[src/rtl/fbr_pkg.sv]
package fbr_pkg;

  localparam int CRC_W = 8;
  localparam logic [CRC_W-1:0] CRC_POLY = 8'h07;
  localparam logic [CRC_W-1:0] CRC_INIT = 8'h00;
  localparam logic [7:0] START_PATTERN = 8'hAB;

  typedef enum logic [1:0] {
    ST_HUNT    = 2'd0,
    ST_COLLECT = 2'd1,
    ST_CHECK   = 2'd2
  } rxState_t;

  // Strobes from the control FSM to the datapath
  typedef struct packed {
    logic shiftPre;   // push decided bit into start-pattern shifter
    logic startWord;  // pattern seen: clear shifter and running CRC
    logic shiftWord;  // push decided bit into codeword register
    logic crcEn;      // bit belongs to the data field
    logic commit;     // judge the codeword
  } rxCtl_t;

  function automatic logic [CRC_W-1:0] crcStep(input logic [CRC_W-1:0] cur, input logic din);
    logic fb;
    logic [CRC_W-1:0] nxt;
    fb  = cur[CRC_W-1] ^ din;
    nxt = {cur[CRC_W-2:0], 1'b0};
    if (fb) nxt = nxt ^ CRC_POLY;
    return nxt;
  endfunction

endpackage

[src/rtl/fbr_window_counter.sv]
module fbr_window_counter #(
  parameter int PERIOD_W = 8,
  parameter int CNT_W    = 8
) (
  input  logic                clk,
  input  logic                rstN,
  input  logic                pulseIn,
  input  logic [PERIOD_W-1:0] periodCfg,
  input  logic [CNT_W-1:0]    thresholdCfg,
  output logic                bitStrobe,
  output logic                bitValue
);

  localparam logic [CNT_W-1:0]  CNT_MAX = {CNT_W{1'b1}};
  localparam logic [CNT_W-1:0]  CNT_ONE = {{(CNT_W-1){1'b0}}, 1'b1};
  localparam logic [PERIOD_W:0] TMR_ONE = {{PERIOD_W{1'b0}}, 1'b1};

  logic syncA, syncB, syncC;
  logic edgeSeen;
  logic [PERIOD_W-1:0] timer;
  logic [PERIOD_W:0]   timerInc;
  logic windowEnd;
  logic [CNT_W-1:0] edgeCnt;
  logic [CNT_W-1:0] cntSum;

  // two-flop synchronizer plus one delay stage for edge detection
  always_ff @(posedge clk) begin
    if (!rstN) begin
      syncA <= 1'b0;
      syncB <= 1'b0;
      syncC <= 1'b0;
    end else begin
      syncA <= pulseIn;
      syncB <= syncA;
      syncC <= syncB;
    end
  end

  assign edgeSeen  = syncB & ~syncC;
  assign timerInc  = {1'b0, timer} + TMR_ONE;
  assign windowEnd = (timerInc >= {1'b0, periodCfg});
  assign cntSum    = (edgeSeen && (edgeCnt != CNT_MAX)) ? edgeCnt + CNT_ONE : edgeCnt;

  always_ff @(posedge clk) begin
    if (!rstN) begin
      timer     <= '0;
      edgeCnt   <= '0;
      bitStrobe <= 1'b0;
      bitValue  <= 1'b0;
    end else if (windowEnd) begin
      timer     <= '0;
      edgeCnt   <= '0;
      bitStrobe <= 1'b1;
      bitValue  <= (cntSum > thresholdCfg);
    end else begin
      timer     <= timerInc[PERIOD_W-1:0];
      edgeCnt   <= cntSum;
      bitStrobe <= 1'b0;
    end
  end

  p_cnt_sat_r3: assert property (@(posedge clk) disable iff (!rstN)
    (edgeCnt == CNT_MAX && !windowEnd) |=> (edgeCnt == CNT_MAX));

  p_window_restart_r1: assert property (@(posedge clk) disable iff (!rstN)
    windowEnd |=> (timer == '0 && edgeCnt == '0));

  p_strobe_follows_end_r1: assert property (@(posedge clk) disable iff (!rstN)
    bitStrobe |-> $past(windowEnd));

endmodule

[src/rtl/fbr_control.sv]
module fbr_control
  import fbr_pkg::*;
#(
  parameter int DATA_W = 16
) (
  input  logic   clk,
  input  logic   rstN,
  input  logic   bitStrobe,
  input  logic   preambleHit,
  output rxCtl_t ctl
);

  localparam int TOTAL = DATA_W + CRC_W;
  localparam int BW    = $clog2(TOTAL);
  localparam logic [BW-1:0] LAST_IDX = BW'(TOTAL - 1);
  localparam logic [BW-1:0] DATA_END = BW'(DATA_W);
  localparam logic [BW-1:0] IDX_ONE  = BW'(1);

  rxState_t state;
  logic [BW-1:0] bitCnt;

  always_comb begin
    ctl = '0;
    case (state)
      ST_HUNT: begin
        ctl.shiftPre  = bitStrobe;
        ctl.startWord = preambleHit;
      end
      ST_COLLECT: begin
        ctl.shiftWord = bitStrobe;
        ctl.crcEn     = bitStrobe && (bitCnt < DATA_END);
      end
      ST_CHECK: begin
        ctl.commit = 1'b1;
      end
      default: ctl = '0;
    endcase
  end

  always_ff @(posedge clk) begin
    if (!rstN) begin
      state  <= ST_HUNT;
      bitCnt <= '0;
    end else begin
      case (state)
        ST_HUNT: begin
          bitCnt <= '0;
          if (preambleHit) state <= ST_COLLECT;
        end
        ST_COLLECT: begin
          if (bitStrobe) begin
            if (bitCnt == LAST_IDX) begin
              state  <= ST_CHECK;
              bitCnt <= '0;
            end else begin
              bitCnt <= bitCnt + IDX_ONE;
            end
          end
        end
        ST_CHECK: state <= ST_HUNT;
        default:  state <= ST_HUNT;
      endcase
    end
  end

  p_enter_collect_r5: assert property (@(posedge clk) disable iff (!rstN)
    (state == ST_HUNT && preambleHit) |=> (state == ST_COLLECT));

  p_bitcnt_bound_r6: assert property (@(posedge clk) disable iff (!rstN)
    bitCnt <= LAST_IDX);

  p_check_returns_r9: assert property (@(posedge clk) disable iff (!rstN)
    (state == ST_CHECK) |=> (state == ST_HUNT));

endmodule

[src/rtl/fbr_datapath.sv]
module fbr_datapath
  import fbr_pkg::*;
#(
  parameter int DATA_W = 16
) (
  input  logic              clk,
  input  logic              rstN,
  input  logic              bitValue,
  input  rxCtl_t            ctl,
  output logic              preambleHit,
  output logic [DATA_W-1:0] dataOut,
  output logic              dataValid,
  output logic              crcError
);

  localparam int TOTAL = DATA_W + CRC_W;

  logic [7:0]       preSr;
  logic [TOTAL-1:0] word;
  logic [CRC_W-1:0] crcRun;

  assign preambleHit = (preSr == START_PATTERN);

  always_ff @(posedge clk) begin
    if (!rstN) begin
      preSr <= '0;
    end else if (ctl.startWord || ctl.commit) begin
      preSr <= '0;
    end else if (ctl.shiftPre) begin
      preSr <= {preSr[6:0], bitValue};
    end
  end

  always_ff @(posedge clk) begin
    if (!rstN) begin
      word   <= '0;
      crcRun <= CRC_INIT;
    end else if (ctl.startWord) begin
      word   <= '0;
      crcRun <= CRC_INIT;
    end else if (ctl.shiftWord) begin
      word <= {word[TOTAL-2:0], bitValue};
      if (ctl.crcEn) crcRun <= crcStep(crcRun, bitValue);
    end
  end

  always_ff @(posedge clk) begin
    if (!rstN) begin
      dataOut   <= '0;
      dataValid <= 1'b0;
      crcError  <= 1'b0;
    end else begin
      dataValid <= 1'b0;
      crcError  <= 1'b0;
      if (ctl.commit) begin
        if (crcRun == word[CRC_W-1:0]) begin
          dataValid <= 1'b1;
          dataOut   <= word[TOTAL-1:CRC_W];
        end else begin
          crcError <= 1'b1;
        end
      end
    end
  end

  p_valid_pulse_r7: assert property (@(posedge clk) disable iff (!rstN)
    dataValid |=> !dataValid);

  p_error_pulse_r8: assert property (@(posedge clk) disable iff (!rstN)
    crcError |=> !crcError);

  p_dataout_hold_r8: assert property (@(posedge clk) disable iff (!rstN)
    crcError |-> $stable(dataOut));

  p_commit_clears_r9: assert property (@(posedge clk) disable iff (!rstN)
    ctl.commit |=> !preambleHit);

  p_strobes_after_commit_r7: assert property (@(posedge clk) disable iff (!rstN)
    (dataValid || crcError) |-> $past(ctl.commit));

endmodule

[src/rtl/freq_bit_rx.sv]
module freq_bit_rx
  import fbr_pkg::*;
#(
  parameter int DATA_W   = 16,
  parameter int PERIOD_W = 8,
  parameter int CNT_W    = 8
) (
  input  logic                clk,
  input  logic                rstN,
  input  logic                pulseIn,
  input  logic [PERIOD_W-1:0] periodCfg,
  input  logic [CNT_W-1:0]    thresholdCfg,
  output logic [DATA_W-1:0]   dataOut,
  output logic                dataValid,
  output logic                crcError
);

  logic   bitStrobe;
  logic   bitValue;
  logic   preambleHit;
  rxCtl_t ctl;

  fbr_window_counter #(.PERIOD_W(PERIOD_W), .CNT_W(CNT_W)) winCnt_i (
    .clk          (clk),
    .rstN         (rstN),
    .pulseIn      (pulseIn),
    .periodCfg    (periodCfg),
    .thresholdCfg (thresholdCfg),
    .bitStrobe    (bitStrobe),
    .bitValue     (bitValue)
  );

  fbr_control #(.DATA_W(DATA_W)) ctrl_i (
    .clk         (clk),
    .rstN        (rstN),
    .bitStrobe   (bitStrobe),
    .preambleHit (preambleHit),
    .ctl         (ctl)
  );

  fbr_datapath #(.DATA_W(DATA_W)) dp_i (
    .clk         (clk),
    .rstN        (rstN),
    .bitValue    (bitValue),
    .ctl         (ctl),
    .preambleHit (preambleHit),
    .dataOut     (dataOut),
    .dataValid   (dataValid),
    .crcError    (crcError)
  );

  p_result_exclusive_r7: assert property (@(posedge clk) disable iff (!rstN)
    $onehot0({dataValid, crcError}));

endmodule

[config.mk]
export PLATFORM = sky130hd
export DESIGN_NAME = freq_bit_rx
export DESIGN_NICKNAME = d
export VERILOG_FILES = /design/src/rtl/fbr_pkg.sv /design/src/rtl/fbr_window_counter.sv /design/src/rtl/fbr_control.sv /design/src/rtl/fbr_datapath.sv /design/src/rtl/freq_bit_rx.sv
export SDC_FILE = /design/constraint.sdc
export NUM_CORES = 1
export LEC_CHECK = 0
export BUFFER_PORTS_ARGS = -buffer_cell sky130_fd_sc_hd__clkbuf_2
export CORE_MARGIN = 2
export CORE_UTILIZATION = 50
export DETAILED_ROUTE_END_ITERATION = 7
export HOLD_SLACK_MARGIN = 0.03
export PLACE_DENSITY = 0.69
export SETUP_SLACK_MARGIN = 0.2
export SLEW_MARGIN = 20
export SYNTH_ARGS = -nofsm -noshare
export SYNTH_HDL_FRONTEND = slang
export SYNTH_SLANG_ARGS = --single-unit
[constraint.sdc]
create_clock -name clk -period 6.4 [get_ports clk]
set_input_delay 0.32 -clock clk [delete_from_list [all_inputs] [get_ports clk]]
set_output_delay 0.32 -clock clk [all_outputs]
set_load 0.02 [all_outputs]
Word-level counts from Yosys, hierarchy flattened. Cells that the tools add are included.

Reduce and logical (&&, ||, !) cells: 13. Divide/modulo/power cells: 0. Shift-type cells: 0. Multipliers: 0. Eq/ne operators: 9. $add $sub $neg: 3. Bitwise gates (word level): 5. Mux-type cells: 15. $lt $le $gt $ge: 3.

Operators with widths (count): $mux 2 (5); $mux 5 (2); $pmux 5 s2 (1); $add 8x1->9 const B (1); $ge 9x8->1 (1); $add 8x1->8 const B (1); $eq 8x8->1 (1); $eq 8x8->1 const B (1); $gt 8x8->1 (1); $mux 8 (1); $ne 8x8->1 const B (1); $reduce_and 2->1 (4); $reduce_or 2->1 (3); $add 5x1->5 const B (1); $eq 5x5->1 const B (1); $lt 5x5->1 const B (1); $mux 1 (4); $ne 2x1->1 const B (2); $pmux 2 s2 (1); $mux 3 (1); $not 3->3 (1); $reduce_and 3->1 (1); $eq 2x1->1 const B (1); $eq 2x2->1 const B (1); 8 further kinds (10).

Latch bits: 0. Output and inout bits: 18. Memories: 0. Memory bits (read-only): 0. RAM bits: 0. Register bits: 86. Input bits: 19.

Longest topological paths before layout. Gate-level depths: netlist (run 1).

Depth after elaboration: 5. Mapped depth: 11. Mapped depth without buffers: 11.

Modules after synthesis. From an unflattened synthesis (run 1), not the netlist that was laid out.

Cell total of the unflattened synthesis: 411. Area, all modules: 3898.7 µm².

Modules (own cells, without submodules): fbr_datapath (instances 1, area an instance 2243.4 µm², cells each 233); fbr_window_counter (instances 1, area an instance 1275.0 µm², cells each 135); fbr_control (instances 1, area an instance 380.4 µm², cells each 43).

Worst setup path after synthesis (run 1). No wires, ideal clock.

Path kind: register to register. Start point: reg winCnt_i.edgeCnt[0]. End point: reg winCnt_i.bitValue. Library setup time: 71 ps. Cell stages (with the launch flop): 11. Setup slack: 3987 ps. Period minus slack after synthesis: 2413 ps. Path buffers: 0. Data arrival time: 2343 ps. Cell sequence: dfxtp_1 -> ha_1 -> nand3_1 -> o21ai_1 -> mux2_1 -> ha_1 -> and4b_1 -> a211oi_1 -> o221a_2 -> or3_1 -> a21oi_1.

Word-level cells in the longest chain between the ends: 4. Elaborated cells between the ends (all ways): 5. Those cells by class: add/sub: 1; order compare: 1; eq/ne: 1; mux: 1; reduce/logical: 1.

Ends and longest elaborated chain: start, declared (RTL line fbr_window_counter.sv:23) `logic [CNT_W-1:0] edgeCnt;`; start signal, assigned (RTL line fbr_window_counter.sv:57) `edgeCnt <= cntSum;`; branches (longest 2 deep; another with $add 8x1->8); $mux 8 * (RTL line fbr_window_counter.sv:42) `assign cntSum = (edgeSeen && (edgeCnt != CNT_MAX)) ? edgeCnt + CNT_ONE : edgeCnt;`; via winCnt_i.cntSum[1] (RTL line fbr_window_counter.sv:24) `logic [CNT_W-1:0] cntSum;`; $gt 8x8->1 * (RTL line fbr_window_counter.sv:54) `bitValue <= (cntSum > thresholdCfg);`; end signal, assigned (RTL line fbr_window_counter.sv:54); end, declared (RTL line fbr_window_counter.sv:11) `output logic bitValue`.

Mark *: on every way through the listed nets, which the timed path passes. A chain may end at the register's enable or synchronous reset.

Worst setup path after layout (run 1).
Start point: reg winCnt_i.timer[0]. End point: reg winCnt_i.edgeCnt[5].

Word-level cells in the longest chain between the ends: 3.

Ends and longest elaborated chain: start, declared (RTL line fbr_window_counter.sv:20) `logic [PERIOD_W-1:0] timer;`; start signal, assigned (RTL line fbr_window_counter.sv:56) `timer <= timerInc[PERIOD_W-1:0];`; $add 8x1->9 (RTL line fbr_window_counter.sv:40) `assign timerInc = {1'b0, timer} + TMR_ONE;`; via winCnt_i.timerInc[6] (RTL line fbr_window_counter.sv:21) `logic [PERIOD_W:0] timerInc;`; $ge 9x8->1 (RTL line fbr_window_counter.sv:41) `assign windowEnd = (timerInc >= {1'b0, periodCfg});`; $reduce_or 2->1 (no line).

The timed path passes the listed nets, and every way through them passes these cells.

==> impl_results.md, run 1 <==
- Clk sinks: 86
- Yosys reg bits: 86
- Placed Cells: 558
- Status: finished clean
- Crit Path Max Fanout: 13
- Final setup skew: ~13 ps
- Via density: between 5 and 6
- Final setup violation count: 0
- Starting density of the core: 51.94%
- Mapped Area: 0.003807 mm2
- DR DRC count: 0
- R2R depth: 10
- FF-to-FF setup slack: ~3600 ps
- Area grow syn2layout: 12.45%
- Die width: about 91 um
- FF-to-FF Start: winCnt_i.timer[0]
- Commonest cells after routing, fill and taps aside: dfxtp_1 (86), nand2_1 (73), a21oi_1 (51)
- Antenna cells: 0
- Port bufs: 36
- Number of buffers created by CTS: 9
- Total power: approximately 0.0010 W
- Post-CTS Hold Fix Bufs: 0
- Largest family of logic cells by synthesized area: simple AND/OR/NAND/NOR gates
- First-pass GRT wire length: 12.05 mm
- Vias in the first global route: 2708
- Max-slew violations: 0
- Post-route clock period utilization: between 40% and 50%
- Total Die Area: between 0.008 and 0.009 mm2
- Post-CTS Resized: 0
- Area of the multi-input gates: a little under 0.002 mm2
- Core ar.: between 0.007 and 0.008 mm2
- Unrepaired setup endpoints after global routing: false
- Worst hold path type: primary input to register
- Gate Count Post-Synth: approximately 440
- Final std cells w/o fill: ~570
- Final WL: roughly 7 mm
- Fill cells: around 670
- Peak VDD IR: between 150 and 200 uV
- H-Tree Depth: 3
- Worst-path clk slew: about 90 ps
- Sequential fraction of the synthesis area: 45.22%
- Die height: 91.26 um
- Final nets: approximately 510
- Layout cell share with drive strength beyond 1: 12.42%
- IO Count: 37
- Vias: 2971
- Later-pin clock latency in the skew report: about 350 ps
- Complex-gate fraction of the synthesized area: a little under an eighth
- WL per Instance: 12.33 um
- Pin count of the biggest net entering global routing: 35
- Worst setup EP type: register
- Seq. cell area: around 0.0017 mm2
- Mux cell area share after synthesis: under 10%
- Reg-to-Reg End: winCnt_i.edgeCnt[5]
- CP required: 6700 ps
- Netlist cell types: 44
- Yosys warnings: 0
- Clock root buffer: clkbuf_8
- Simple-gate share of the synthesized area: 22.91%
- Adder-Cell Fraction of Synth Area: about 6.2%
- Routability-driven placement congestion ratio: 0.8010
- Max Clk Rate: 359.5 MHz
- Gr usage total: approximately 18%
- Most common cell after layout, fill and taps aside: dfxtp_1
- Total grt overflow: 0
- Pleak: just under 2 nW
- Crit path kind: register to register
- Post-CTS setup buffer count: 0
- Initial antenna violation count: 0
- Worst-Margin Slew: 1030 ps
- Hold Violations, Final: 0
- Detail Route Antenna Nets: 0
- CTS tree: done
- Post-DP HPWL: approximately 4.9 mm
- Worst Setup EP: winCnt_i.edgeCnt[5]
- Cell area power density: about 240 mW/mm2
- Synth Area in XOR/XNOR: under 10%
- Starting DRC count in detailed routing: 130
- Min-delay src: pulseIn
- Setup_tns: 0 ps
- Arr. time, crit path: between 3000 and 4000 ps
- Fin crit period: about 2800 ps
- Clock buffer depth: 2
- Syn avg cell area: roughly 8.6 um2
- Relative slew margins: between 30% and 40%
- EDFF count, synth: 0
- Fin util: 58.41%
- Critical Path Start: winCnt_i.timer[0]
- Top FF cell, synth: dfxtp_1
- Max cap viols: 0
- FP Rows: 31
- CP Launch Type: register
- Pre-Repair DR Iteration Count: 4
- Hold WS: 178.4 ps
- Mapped Nets: between 400 and 500
- Post-synth ARST share: 0%
worst max-delay path, cell delays in order, from the launching register on:
cell and delay, ps:
dfxtp_1 410, ha_1 220, nand3_1 150, nor2_1 160
xor2_1 180, ha_1 270, a21oi_1 140, o221ai_1 140
a211oi_2 560, nand2_1 320, nor2b_1 170
worst min path at each step:
| stage | slack, ps | depth (start not counted) | to |
|---|---|---|---|
| finish | 180 | 2 | winCnt_i.syncA |
| global route | 190 | 2 | winCnt_i.syncA |
| CTS | 170 | 2 | winCnt_i.syncA |
| detailed placement | 430 | 1 | winCnt_i.syncB |
| global placement | 420 | 1 | winCnt_i.syncB |
| floorplan | 410 | 1 | winCnt_i.syncB |
routing by layer:
layer | routed length, um | share of wire, % | track usage, % | vias to the layer above
met5 | 0 | 0 | 0 | -
met4 | 102 | 1.4 | 5.429 | 0
met1 | 3485 | 49 | 23.04 | 1360
met3 | 308 | 4.4 | 5.311 | 12
li1 | - | - | - | 1549
met2 | 3179 | 45 | 27.96 | 50
report_power, final:
| part | leakage, nW | internal (W) | switching (W) |
|---|---|---|---|
| logic | 1.15 | 0.0000143 | 0.0000208 |
| registers | 0.694 | 0.000538 | 0.00000246 |
| clock network | 0.120 | 0.000260 | 0.000194 |
per-stage QoR:
stage / area (um2) / setup slack, ps
6_report: 4282 / 3618
5_1_grt: 4282 / 3335
4_1_cts: 4282 / 3591
3_5_place_dp: 4038 / 3624
3_3_place_gp: 4038 / 3720
2_1_floorplan: 3807 / 3987
registers in the layout, summed over array words and instances (netlist names):
signal	cells
winCnt_i.timer	8
dp_i.preSr	8
ctrl_i.state	2
winCnt_i.edgeCnt	8
winCnt_i.bitStrobe	1
ctrl_i.bitCnt	5
dp_i.crcRun	8
winCnt_i.bitValue	1
dp_i.crcError	1
winCnt_i.syncB	1
winCnt_i.syncA	1
dp_i.word	24
dp_i.dataValid	1
winCnt_i.syncC	1
dp_i.dataOut	16
cells in the mapped netlist (3+ instances only):
master | count | area, um2
clkbuf_1 | 15 | 56.30
nand2b_1 | 3 | 18.77
nand3_1 | 10 | 50.05
inv_1 | 17 | 63.81
o21ai_1 | 4 | 20.02
xor2_1 | 16 | 140.1
and3_1 | 12 | 75.07
dfxtp_1 | 86 | 1722
a21oi_1 | 51 | 255.2
nor2b_1 | 10 | 62.56
xnor2_1 | 6 | 52.55
nor2_1 | 50 | 187.7
nand2_1 | 73 | 274.0
a22oi_1 | 8 | 60.06
nor3_1 | 4 | 20.02
and2_1 | 4 | 25.02
a211oi_1 | 3 | 22.52
mux2i_1 | 16 | 160.2
nand4_1 | 6 | 37.54
ha_1 | 19 | 237.7
cell type report:
type	instances	share of cell area, %
clock inverters	7	2.805
clock buffers	9	2.893
flip-flops and latches	86	40.21
well taps	99	2.893
multi-input cells	318	45.24
repair buffers	37	4.383
inverters	18	1.578
kinds of logic after synthesis:
logic type,count (synthesis)
AND/OR/NAND/NOR,182
flip-flops,86
AO/OA/AOI/OAI,77
buffers and inverters,37
XOR/XNOR,22
adder cells (fa/ha/maj),19
multiplexers,18
Power figures use the tool's default switching activity.
==> run 2: changes to the inputs <==
PLACE_DENSITY = 0.72   (was 0.69)
clock period = 2.4 ns   (was 6.4 ns; I/O delays follow)
==> run 2 against run 1 <==
Net effect:
- via count is 5.6% higher
- core utilization up 4.6 points
- clock power grew 120%
- sequential share of layout area is 2.5 points lower
- cell area is 7.9% higher
- critical path depth is the same
- count of clock-buffer cells in the layout stayed put
- register-to-register slack lost 3600 ps
- first-iteration DRC count decreased by 9.2%
- cell count grew 4.4%
- highest routed layer unchanged
==> impl_results.md, run 2 (synthesized netlist as in run 1, its figures left out) <==
- Status: finished clean
- DR DRC count: 0
- Total grt overflow: 0
- Biggest regs: dp_i.word: 24 flops, dp_i.dataOut: 16 flops
- Area of the multi-input gates: approximately 0.0021 mm2
- Max cap viols: 0
- Worst-Margin Slew: between 500 and 600 ps
- Hold WS: 292.0 ps
- FF-to-FF Start: winCnt_i.edgeCnt[0]
- Total power: between 0.002 and 0.003 W
- Final WL: between 7 and 8 mm
- Pre-Repair DR Iteration Count: 4
- Fin crit period: between 2000 and 2500 ps
- Most common cell after layout, fill and taps aside: dfxtp_1
- CP required: 2700 ps
- Arr. time, crit path: approximately 2700 ps
- Clock root buffer: clkbuf_8
- Starting DRC count in detailed routing: between 100 and 150
- Crit path kind: register to register
- Gr usage total: 19.04%
- Via density: between 5 and 6
- Relative slew margins: between 60% and 70%
- H-Tree Depth: 3
- Pin count of the biggest net entering global routing: 32
- Hold Path Cell Cnt: 2
- Final nets: about 530
- Total Die Area: around 0.0083 mm2
- Vias in the first global route: between 2000 and 3000
- Initial antenna violation count: 0
- Worst Setup EP: winCnt_i.bitValue
- Unrepaired setup endpoints after global routing: true
- Starting density of the core: just over 50%
- Critical Path Start: winCnt_i.edgeCnt[0]
- Worst hold path type: primary input to register
- Antenna cells: 0
- Later-pin clock latency in the skew report: 370 ps
- Post-route clock period utilization: between 90% and 100%
- Clock buffer depth: 2
- Final setup violation count: 0
- Layout cell share with drive strength beyond 1: 22.80%
- Vias: around 3100
- Commonest cells after routing, fill and taps aside: dfxtp_1 (77), nand2_1 (72), a21oi_1 (49)
- R2R depth: 10
- First-pass GRT wire length: 13.03 mm
- IO Count: 37
- Reg-to-Reg End: winCnt_i.bitValue
- Seq. cell area: ~0.0017 mm2
- Worst-path clk slew: 90 ps
- Largest register FFs: 24
- Pleak: 2.088 nW
- Number of buffers created by CTS: 9
- Die width: 91.26 um
- Hold Violations, Final: 0
- Post-DP HPWL: approximately 5.2 mm
- CTS tree: done
- Area grow syn2layout: 21.36%
- Routability-driven placement congestion ratio: between 0.8 and 0.9
- Final setup skew: 14.12 ps
- Fill cells: 627
- WL per Instance: between 10 and 15 um
- Largest Register: dp_i.word
- Core ar.: 0.007331 mm2
- FF-to-FF setup slack: around 6.8 ps
- Cell area power density: ~560 mW/mm2
- Detail Route Antenna Nets: 0
- CP Launch Type: register
- FP Rows: 31
- Max-slew violations: 0
- Clk sinks: 86
- Port bufs: 36
- Worst setup EP type: register
- Peak VDD IR: roughly 270 uV
- Crit Path Max Fanout: 4
- Max Clk Rate: between 400 and 500 MHz
- Die height: around 90 um
[run 2: cell types whose count changed in the layout (fill, tap and decap cells not counted), sizes merged]
cell / previous run / this run
buf: 1 / 25
inv: 19 / 23
bufinv: 3 / 0
clkinvlp: 1 / 0
dlygate4sd3: 0 / 1
[run 2: per-stage QoR]
stage	utilization, %	instance area (um2)	std cells	setup WS [ps]	TNS (ps)
6_report	63.03	4621	599	6.775	0
2_1_floorplan	-	3847	441	137.5	0
3_3_place_gp	57.02	4180	570	49.71	0
5_1_grt	63.03	4621	599	-64.76	-133.2
4_1_cts	61.50	4508	595	51.60	0
3_5_place_dp	57.02	4180	570	-24.67	-49.09
[run 2: critical path, stage by stage, from the launching register on]
cell      delay (ps)
dfxtp_4          370
ha_4             160
nand3_4           80
o21ai_4          200
mux2_4           340
ha_4             260
and4b_1          170
a211oi_1          60
o221a_2          230
or3_4            330
a21oi_2          130
[run 2: cell type report]
type                       instances  area share, %
clock inverter                     7          1.652
clock buffer                       9          2.681
inverter                          18          1.462
multi-input combinational        318          45.41
timing repair buffer              62          8.448
tap                               99          2.681
sequential                        86          37.67
[run 2: how the worst min path moves through the flow]
stage | start | slack (ps) | to
floorplan | pulseIn | 250 | winCnt_i.syncA
global placement | pulseIn | 330 | winCnt_i.syncA
detailed placement | pulseIn | 330 | winCnt_i.syncA
CTS | rstN | 280 | ctrl_i.state[0]
global route | rstN | 320 | ctrl_i.state[0]
finish | rstN | 290 | ctrl_i.state[0]
[run 2: where the power goes]
part / switching, W / internal, W
clock network: 0.000594 / 0.000412
logic: 0.0000649 / 0.0000565
registers: 0.00000906 / 0.00143
[run 2: metal layers]
metal | track usage (%) | vias up | share of wire, %
met5 | 0 | - | 0
met4 | 6.944 | 0 | 2.3
met3 | 5.145 | 18 | 3.4
met2 | 30.31 | 53 | 47
met1 | 24.82 | 1461 | 47
li1 | - | 1604 | -
[run 2: timing repair]
action	in CTS	in global routing
hold buffers	1	0
setup buffers	8	4
gates resized for setup	18	16
setup endpoints to repair	18	18
pin swaps	8	8
endpoints found under the hold margin	1	0
